==> src/rtl/caption_htiming_pkg.sv <==
package caption_htiming_pkg;

   // Limit a requested window start so that the whole window fits on the line.
   function automatic int clamp_start(input int raw, input int lim);
      return (raw > lim) ? lim : raw;
   endfunction

endpackage

==> src/rtl/chg_hsync_edge.sv <==
module chg_hsync_edge #(
   parameter int IDLE_RUN    = 128,
   parameter int SYNC_STAGES = 2
) (
   input  logic clk,
   input  logic rst_n,
   input  logic hs_in,
   output logic lead_edge
);
   localparam int RUN_W = $clog2(IDLE_RUN + 1);

   logic [SYNC_STAGES-1:0] sync_q;
   logic                   hs_now;
   logic                   hs_prev;
   logic                   idle_lvl;
   logic [RUN_W-1:0]       run_q;
   logic                   run_full;

   // synchronizer depth chosen by parameter
   if (SYNC_STAGES == 2) begin : g_sync2
      always_ff @(posedge clk or negedge rst_n) begin
         if (!rst_n) sync_q <= '0;
         else        sync_q <= {sync_q[0], hs_in};
      end
   end else begin : g_syncn
      always_ff @(posedge clk or negedge rst_n) begin
         if (!rst_n) sync_q <= '0;
         else        sync_q <= {sync_q[SYNC_STAGES-2:0], hs_in};
      end
   end

   assign hs_now   = sync_q[SYNC_STAGES-1];
   assign run_full = (run_q == RUN_W'(IDLE_RUN));

   always_ff @(posedge clk or negedge rst_n) begin
      if (!rst_n) begin
         hs_prev  <= 1'b0;
         run_q    <= '0;
         idle_lvl <= 1'b0;
      end else begin
         hs_prev <= hs_now;
         if (hs_now != hs_prev)  run_q <= '0;
         else if (!run_full)     run_q <= run_q + 1'b1;
         if (hs_now == hs_prev && run_full) idle_lvl <= hs_now;
      end
   end

   assign lead_edge = (hs_now != hs_prev) && (hs_prev == idle_lvl);

   // the learned idle level only moves once a steady run is complete
   p_idle_hold_r10: assert property (@(posedge clk) disable iff (!rst_n)
      !run_full |=> $stable(idle_lvl));

endmodule

==> src/rtl/chg_dot_counter.sv <==
module chg_dot_counter #(
   parameter int DOTS  = 768,
   parameter int CNT_W = 10
) (
   input  logic             clk,
   input  logic             rst_n,
   input  logic             resync,
   output logic [CNT_W-1:0] dot_cnt,
   output logic             line_start
);
   localparam logic [CNT_W-1:0] LAST = CNT_W'(DOTS - 1);

   logic at_last;

   assign at_last    = (dot_cnt == LAST);
   assign line_start = resync || at_last;

   always_ff @(posedge clk or negedge rst_n) begin
      if (!rst_n)                dot_cnt <= '0;
      else if (resync || at_last) dot_cnt <= '0;
      else                        dot_cnt <= dot_cnt + 1'b1;
   end

   p_step_r2: assert property (@(posedge clk) disable iff (!rst_n)
      (!resync && dot_cnt != LAST) |=> dot_cnt == $past(dot_cnt) + 1'b1);

   p_wrap_r2: assert property (@(posedge clk) disable iff (!rst_n)
      (dot_cnt == LAST) |=> dot_cnt == '0);

   p_resync_r9: assert property (@(posedge clk) disable iff (!rst_n)
      resync |=> dot_cnt == '0);

endmodule

==> src/rtl/chg_hpos_reg.sv <==
module chg_hpos_reg
   import caption_htiming_pkg::*;
#(
   parameter int ADDR_W    = 8,
   parameter int POS_W     = 8,
   parameter int POS_ADDR  = 2,
   parameter int POS_STEP  = 4,
   parameter int RESET_POS = 28,
   parameter int MAX_START = 224,
   parameter int CNT_W     = 10
) (
   input  logic              clk,
   input  logic              rst_n,
   input  logic              wr_en,
   input  logic [ADDR_W-1:0] wr_addr,
   input  logic [POS_W-1:0]  wr_data,
   input  logic              line_start,
   output logic [CNT_W-1:0]  box_start
);
   localparam logic [CNT_W-1:0] START_RST =
      CNT_W'(clamp_start(RESET_POS * POS_STEP, MAX_START));

   logic [POS_W-1:0] pos_q;
   logic             hit;
   logic [CNT_W-1:0] start_next;

   assign hit        = wr_en && (wr_addr == ADDR_W'(POS_ADDR));
   assign start_next = CNT_W'(clamp_start(int'(pos_q) * POS_STEP, MAX_START));

   always_ff @(posedge clk or negedge rst_n) begin
      if (!rst_n) begin
         pos_q     <= POS_W'(RESET_POS);
         box_start <= START_RST;
      end else begin
         if (hit)        pos_q     <= wr_data;
         if (line_start) box_start <= start_next;
      end
   end

   p_start_hold_r8: assert property (@(posedge clk) disable iff (!rst_n)
      !line_start |=> $stable(box_start));

   p_start_fits_r6: assert property (@(posedge clk) disable iff (!rst_n)
      box_start <= CNT_W'(MAX_START));

endmodule

==> src/rtl/chg_window.sv <==
module chg_window #(
   parameter int CNT_W = 10,
   parameter int INSET = 0,
   parameter int LEN   = 544
) (
   input  logic [CNT_W-1:0] dot_cnt,
   input  logic [CNT_W-1:0] base,
   output logic             win_en
);
   localparam int EXT = CNT_W + 1;

   logic [EXT-1:0] lo;
   logic [EXT-1:0] hi;
   logic [EXT-1:0] pos;

   assign lo     = EXT'(base) + EXT'(INSET);
   assign hi     = lo + EXT'(LEN);
   assign pos    = EXT'(dot_cnt);
   assign win_en = (pos >= lo) && (pos < hi);

endmodule

==> src/rtl/caption_htiming.sv <==
module caption_htiming #(
   parameter  int DOTS        = 768,
   parameter  int CELL_DOTS   = 16,
   parameter  int BOX_CELLS   = 34,
   parameter  int TEXT_CELLS  = 32,
   parameter  int ADDR_W      = 8,
   parameter  int POS_W       = 8,
   parameter  int POS_ADDR    = 2,
   parameter  int POS_STEP    = 4,
   parameter  int IDLE_RUN    = 128,
   parameter  int SYNC_STAGES = 2,
   localparam int CNT_W       = $clog2(DOTS),
   localparam int CELL_W      = $clog2(CELL_DOTS),
   localparam int IDX_W       = CNT_W - CELL_W
) (
   input  logic              clk,
   input  logic              rst_n,
   input  logic              hs_in,
   input  logic              wr_en,
   input  logic [ADDR_W-1:0] wr_addr,
   input  logic [POS_W-1:0]  wr_data,
   output logic [CNT_W-1:0]  dot_cnt,
   output logic [IDX_W-1:0]  cell_idx,
   output logic [CELL_W-1:0] cell_dot,
   output logic              box_en,
   output logic              text_en
);
   localparam int BOX_DOTS   = BOX_CELLS * CELL_DOTS;
   localparam int TEXT_DOTS  = TEXT_CELLS * CELL_DOTS;
   localparam int TEXT_INSET = ((BOX_CELLS - TEXT_CELLS) / 2) * CELL_DOTS;
   localparam int MAX_START  = DOTS - BOX_DOTS;
   localparam int RESET_POS  = (MAX_START / 2) / POS_STEP;

   // elaboration-time parameter checks
   if (CELL_DOTS != (1 << CELL_W)) begin : g_bad_cell
      $error("CELL_DOTS must be a power of two");
   end
   if (DOTS % CELL_DOTS != 0) begin : g_bad_line
      $error("DOTS must be a whole number of cells");
   end
   if (BOX_DOTS > DOTS) begin : g_bad_box
      $error("box window wider than the line");
   end
   if (TEXT_CELLS > BOX_CELLS || ((BOX_CELLS - TEXT_CELLS) % 2) != 0) begin : g_bad_text
      $error("text window must nest evenly inside the box");
   end
   if (SYNC_STAGES < 2) begin : g_bad_sync
      $error("at least two synchronizer stages are required");
   end
   if (POS_ADDR >= (1 << ADDR_W)) begin : g_bad_addr
      $error("position address does not fit the address width");
   end

   logic             resync;
   logic             line_start;
   logic [CNT_W-1:0] box_start;
   logic [1:0]       win_vec;

   chg_hsync_edge #(
      .IDLE_RUN    (IDLE_RUN),
      .SYNC_STAGES (SYNC_STAGES)
   ) u_edge (
      .clk       (clk),
      .rst_n     (rst_n),
      .hs_in     (hs_in),
      .lead_edge (resync)
   );

   chg_dot_counter #(
      .DOTS  (DOTS),
      .CNT_W (CNT_W)
   ) u_cnt (
      .clk        (clk),
      .rst_n      (rst_n),
      .resync     (resync),
      .dot_cnt    (dot_cnt),
      .line_start (line_start)
   );

   chg_hpos_reg #(
      .ADDR_W    (ADDR_W),
      .POS_W     (POS_W),
      .POS_ADDR  (POS_ADDR),
      .POS_STEP  (POS_STEP),
      .RESET_POS (RESET_POS),
      .MAX_START (MAX_START),
      .CNT_W     (CNT_W)
   ) u_pos (
      .clk        (clk),
      .rst_n      (rst_n),
      .wr_en      (wr_en),
      .wr_addr    (wr_addr),
      .wr_data    (wr_data),
      .line_start (line_start),
      .box_start  (box_start)
   );

   // index 0: box window, index 1: text window
   for (genvar w = 0; w < 2; w++) begin : g_win
      localparam int INSET = (w == 1) ? TEXT_INSET : 0;
      localparam int LEN   = (w == 1) ? TEXT_DOTS  : BOX_DOTS;
      chg_window #(
         .CNT_W (CNT_W),
         .INSET (INSET),
         .LEN   (LEN)
      ) u_win (
         .dot_cnt (dot_cnt),
         .base    (box_start),
         .win_en  (win_vec[w])
      );
   end

   assign box_en   = win_vec[0];
   assign text_en  = win_vec[1];
   assign cell_idx = dot_cnt[CNT_W-1:CELL_W];
   assign cell_dot = dot_cnt[CELL_W-1:0];

   p_text_in_box_r5: assert property (@(posedge clk) disable iff (!rst_n)
      text_en |-> box_en);

endmodule

==> config.mk <==
export PLATFORM = sky130hd
export DESIGN_NAME = caption_htiming
export DESIGN_NICKNAME = d
export VERILOG_FILES = /design/src/rtl/caption_htiming_pkg.sv /design/src/rtl/chg_hsync_edge.sv /design/src/rtl/chg_dot_counter.sv /design/src/rtl/chg_hpos_reg.sv /design/src/rtl/chg_window.sv /design/src/rtl/caption_htiming.sv
export SDC_FILE = /design/constraint.sdc
export NUM_CORES = 1
export LEC_CHECK = 0
export BUFFER_PORTS_ARGS = -buffer_cell sky130_fd_sc_hd__buf_2
export CAP_MARGIN = 0
export CORE_ASPECT_RATIO = 0.5
export CORE_MARGIN = 4
export CORE_UTILIZATION = 45
export CTS_CLUSTER_SIZE = 40
export DETAILED_ROUTE_END_ITERATION = 12
export PLACE_DENSITY = 0.66
export SYNTH_ARGS = -nofsm -noshare
export SYNTH_HDL_FRONTEND = slang
export SYNTH_SLANG_ARGS = --single-unit
==> constraint.sdc <==
create_clock -name clk -period 3.1 [get_ports clk]
set_input_delay 0 -clock clk [delete_from_list [all_inputs] [get_ports clk]]
set_output_delay 0 -clock clk [all_outputs]
set_load 0.01 [all_outputs]
; ---- Word-level counts from Yosys, hierarchy flattened
; Index checks and enable logic that the tools add are counted.
[totals]
ff_bits = 40
output_inout_bits = 22
[classes]
mux = 4
n_reduce_logical = 6
n_lt_le_gt_ge = 5
addsub = 5
eq_ne = 7
[ops]
columns = operator, n
row1 = < comparator 10 x 11 -> 1 bit, 2
row2 = two-way mux 10 bit, 2
row3 = two-way mux 8 bit, 2
row4 = "adder 10 x 10 -> 11 bit, second input constant", 1
row5 = "adder 10 x 5 -> 11 bit, second input constant", 1
row6 = "adder 11 x 10 -> 11 bit, second input constant", 1
row7 = >= comparator 10 x 11 -> 1 bit, 1
row8 = "adder 10 x 1 -> 10 bit, second input constant", 1
row9 = "== test 10 bit, second input constant", 1
row10 = >= comparator 10 bit, 1
row11 = "greater-than comparator 10 x 8 -> 1 bit, second input constant", 1
row12 = "adder 8 x 1 -> 8 bit, second input constant", 1
row13 = "== test 8 x 2 -> 1 bit, second input constant", 1
row14 = "== test 8 bit, second input constant", 1
row15 = logical AND 1 bit, 5
row16 = == test 1 bit, 2
row17 = "!= test 2 bit, second input constant", 1
row18 = logical OR 1 bit, 1
row19 = != test 1 bit, 1

; ---- Logic depth before layout (Yosys ltp)
[logic_depth]
word_depth = 4
mapped_depth = 8
ltp_nobuf = 8

; ---- Cells and area by module
; A second synthesis with hierarchy kept.
[hier_totals]
cells_unflattened = 270
hier_area_um2 = 2658.8
[modules_own_cells]
columns = module, n_inst, cells_each, seq_area_each_um2, area_each_um2
row1 = chg_hpos_reg, 1, 48, 407.9, 681.9
row2 = chg_hsync_edge, 1, 57, 300.3, 578.1
row3 = chg_dot_counter, 1, 46, 250.2, 499.2
row4 = chg_window at g_win[0].u_win, 1, 60, 0.0, 457.9
row5 = chg_window at g_win[1].u_win, 1, 49, 0.0, 366.6
row6 = caption_htiming, 1, 10, 0.0, 75.1

; ---- Worst setup path before layout
; OpenSTA, ideal clock, no wires.
[synth_path]
path_kind = register -> output
from = register u_pos.box_start[6]
to = output port text_en
arrival_time_ns = 2.283
path_stages_with_launch = 9
path_slack_ns = 0.817
t_required_ns = 3.100
path_cell_list = dfstp_2 > ha_1 > nand4_1 > xnor2_1 > inv_1 > ha_1 > and3_1 > a221o_1 > a211oi_1
[synth_via]
elab_chain_cells = 4
[synth_lines]
columns = item, line_no
row1 = "start, declared", chg_hpos_reg.sv:18  ; output logic [CNT_W-1:0] box_start
row2 = "start signal, assigned", chg_hpos_reg.sv:36  ; if (line_start) box_start <= start_next;
row3 = adder 10 x 5 -> 11 bit (*), chg_window.sv:16  ; assign lo = EXT'(base) + EXT'(INSET);
row4 = adder 11 x 10 -> 11 bit, chg_window.sv:17  ; assign hi = lo + EXT'(LEN);
row5 = < comparator 10 x 11 -> 1 bit, chg_window.sv:19  ; assign win_en = (pos >= lo) && (pos < hi);
row6 = logical AND 1 bit (*), chg_window.sv:19
row7 = "end, declared", caption_htiming.sv:26  ; output logic text_en
; Mark *: on every way between the ends. The rest lies on a longest branch, timed or not.

; ---- Worst setup path in the final report
; Ends and elaborated chain as after synthesis.

==> metrics.txt <==
buffers from clock root to sink, at most=2; drc violations=0; FF-to-FF path depth=6; register area share after synthesis=0.402; Routability Congestion=0.781; Placed Area=2570 um2; Max IR drop VDD=202 uV; final wirelength=4540 um; DR vias=1773; number of nets still failing antenna checks after routing=0; gate count after technology mapping=237; Total Routing Usage GR=0.148; largest net degree at the start of global routing=39; Worst-Margin Slew=833 ps; Flop pwr share=0.481; WP data required=3100 ps; clk_lat worst skew=290 ps; Die Area=6600 um2; Synth Cell Area=2390 um2; # clock sinks=38; Hold Vio Cnt, Final=0; pre-CTS WS=622 ps; Design Area, Final=2760 um2; Via density=5.01; switching portion of total power=0.318; clock skew=6.60 ps; post-layout util=0.549; total CTS buffers=5; relative slew slack=0.445; leakage=1.37 nW; Crit Path Category=reg2out; Pins Over Slew Limit=0; ratio of cells with drive above 1 in the final layout=0.239; Syn Nets=283; DRT Pass-1 Iters=4; RSZ-0062 raised after global routing=false; grt ovf=0; site row count=18; Die W=111 um; NumNets Final=329; final worst setup slack=325 ps; CP startpoint kind=flip-flop; Yosys top cell area share=0.336; initial antenna violation count=0; Layout area overhead=15.5%; Core Region=5020 um2; number of global-route vias before repair=1712; post-route setup TNS=0 ps; H-Tree Level Count=2; PwrDens=452 nW/um2; number of I/O port buffers=41; Reg-to-Reg Start=u_cnt.dot_cnt[0]; fin crit period=2770 ps; overall power=1.25 mW; area leader, netlist=dfrtp_1; Die H=59.5 um; internal power=849 uW; synthesis-stage register bit count=38; worst hold path class=in2async; Post-synth EDFFs=0; mean post-synth cell area=10.1 um2; reg2reg setup slack=1130 ps; first-pass GRT wire length=7770 um; CTS tree=built; post-DP HPWL=3440 um; Gate power share=0.256; I/O Pins=42; Top FF cell, synth=dfrtp_1; Data arrival, critical path=2770 ps; NetSw=396 uW; Distinct cells, synth=44; Max Cap Viol=0; wire per inst=12.8 um; hold slack=339 ps; Root Driver=clkbuf_8; Worst-path clk slew=70 ps; placed cells=336; First DRT Iteration DRCs=58; ranking of synthesized cells by area=dfrtp_1, ha_1, dfstp_2, xnor2_1, mux2_2; part of the power in the clock network=0.263; Setup-failing EPs final=0; Initial Util=0.475; Inserted Diodes=0; end of the worst register-to-register path=u_pos.box_start[5]; highest clock rate=0.360 GHz; Syn. warnings=0; fin cells=354; fin crit share=0.895; CP Capture Type=primary output; Async S/R FF share, synth=1.00; outcome=finished clean; crit path max fanout=5
-- cell families after synthesis --
kind of cell	synth area share
simple gates	0.158
flops	0.402
buf+inv	0.0760
compound gates	0.0797
fa+ha+maj	0.136
xor+xnor	0.0808
mux	0.0676
-- power by group through the flow --
stage          Combinational (mW)  Clock (mW)  Sequential [mW]
2_1_floorplan               0.226           0            0.605
3_3_place_gp                0.305           0            0.606
3_5_place_dp                0.313           0            0.610
4_1_cts                     0.324       0.339            0.600
5_1_grt                     0.369       0.361            0.608
6_report                    0.319       0.328            0.599
-- synth_stat cells (3+ instances only) --
master   instances
mux2i_1          6
dfstp_2          6
dfrtp_1         32
a21oi_1          4
xor2_1           9
and3_1           5
nor3_1           6
buf_4           10
o21ai_0          9
mux2_2           9
nand3_1         12
a21o_1           3
xnor2_1         13
inv_1           19
ha_1            26
nand2_1         10
nor2_1          26
-- worst max path at each step --
stage	from	to	slack, ps	cells after the start
2_1_floorplan	u_pos.box_start[6]	text_en	820	8
3_3_place_gp	u_pos.box_start[6]	text_en	760	9
3_5_place_dp	u_pos.box_start[5]	text_en	620	9
4_1_cts	u_pos.box_start[6]	text_en	290	9
5_1_grt	u_pos.box_start[6]	text_en	120	9
6_report	u_pos.box_start[6]	text_en	330	9
-- layer usage --
layer / wire (um) / vias to the layer above / global-route usage
li1: - / 898 / -
met1: 2110 / 846 / 0.181
met2: 2210 / 22 / 0.266
met3: 151 / 7 / 0.0316
met4: 61 / 0 / 0.0526
met5: 0 / - / 0
-- state kept, by name, summed over array words and instances, names as in the netlist --
signal / flops
u_cnt.dot_cnt: 10
u_edge.hs_prev: 1
u_edge.idle_lvl: 1
u_edge.run_q: 8
u_edge.sync_q: 2
u_pos.box_start: 8
u_pos.pos_q: 8
-- cell usage in the layout (no fill, tap or decap), drive strengths merged, types with 10 or more instances in the layout --
cell type	n
dlygate4sd3	10
dfrtp	32
buf	41
xnor2	13
ha	26
nand2	10
inv	19
nor2	27
nand3	13
-- area by class of cell --
class                      instances  area, um2
clock buffer                       6       72.6
clock inverter                     2       10.0
timing repair buffer              51        305
multi-input combinational        167       1250
fill                             467       2270
inverter                          20       75.1
sequential                        38        958
tap                               70       87.6
-- critical path: stages, from the launching register on --
cell,delay [ps]
dfstp_2,580
ha_1,240
nand4_1,130
xnor2_1,270
inv_1,80
ha_1,290
and3_1,180
a221o_1,320
a211oi_1,230
buf_2,160
-- repair_timing --
item	in CTS	in global routing
setup buffers	0	0
hold buffers	10	0
resized for setup	0	0
endpoints found under the hold margin	41	0
endpoints found under the setup margin	0	0
Note: power is estimated with default switching activity, not from simulation.
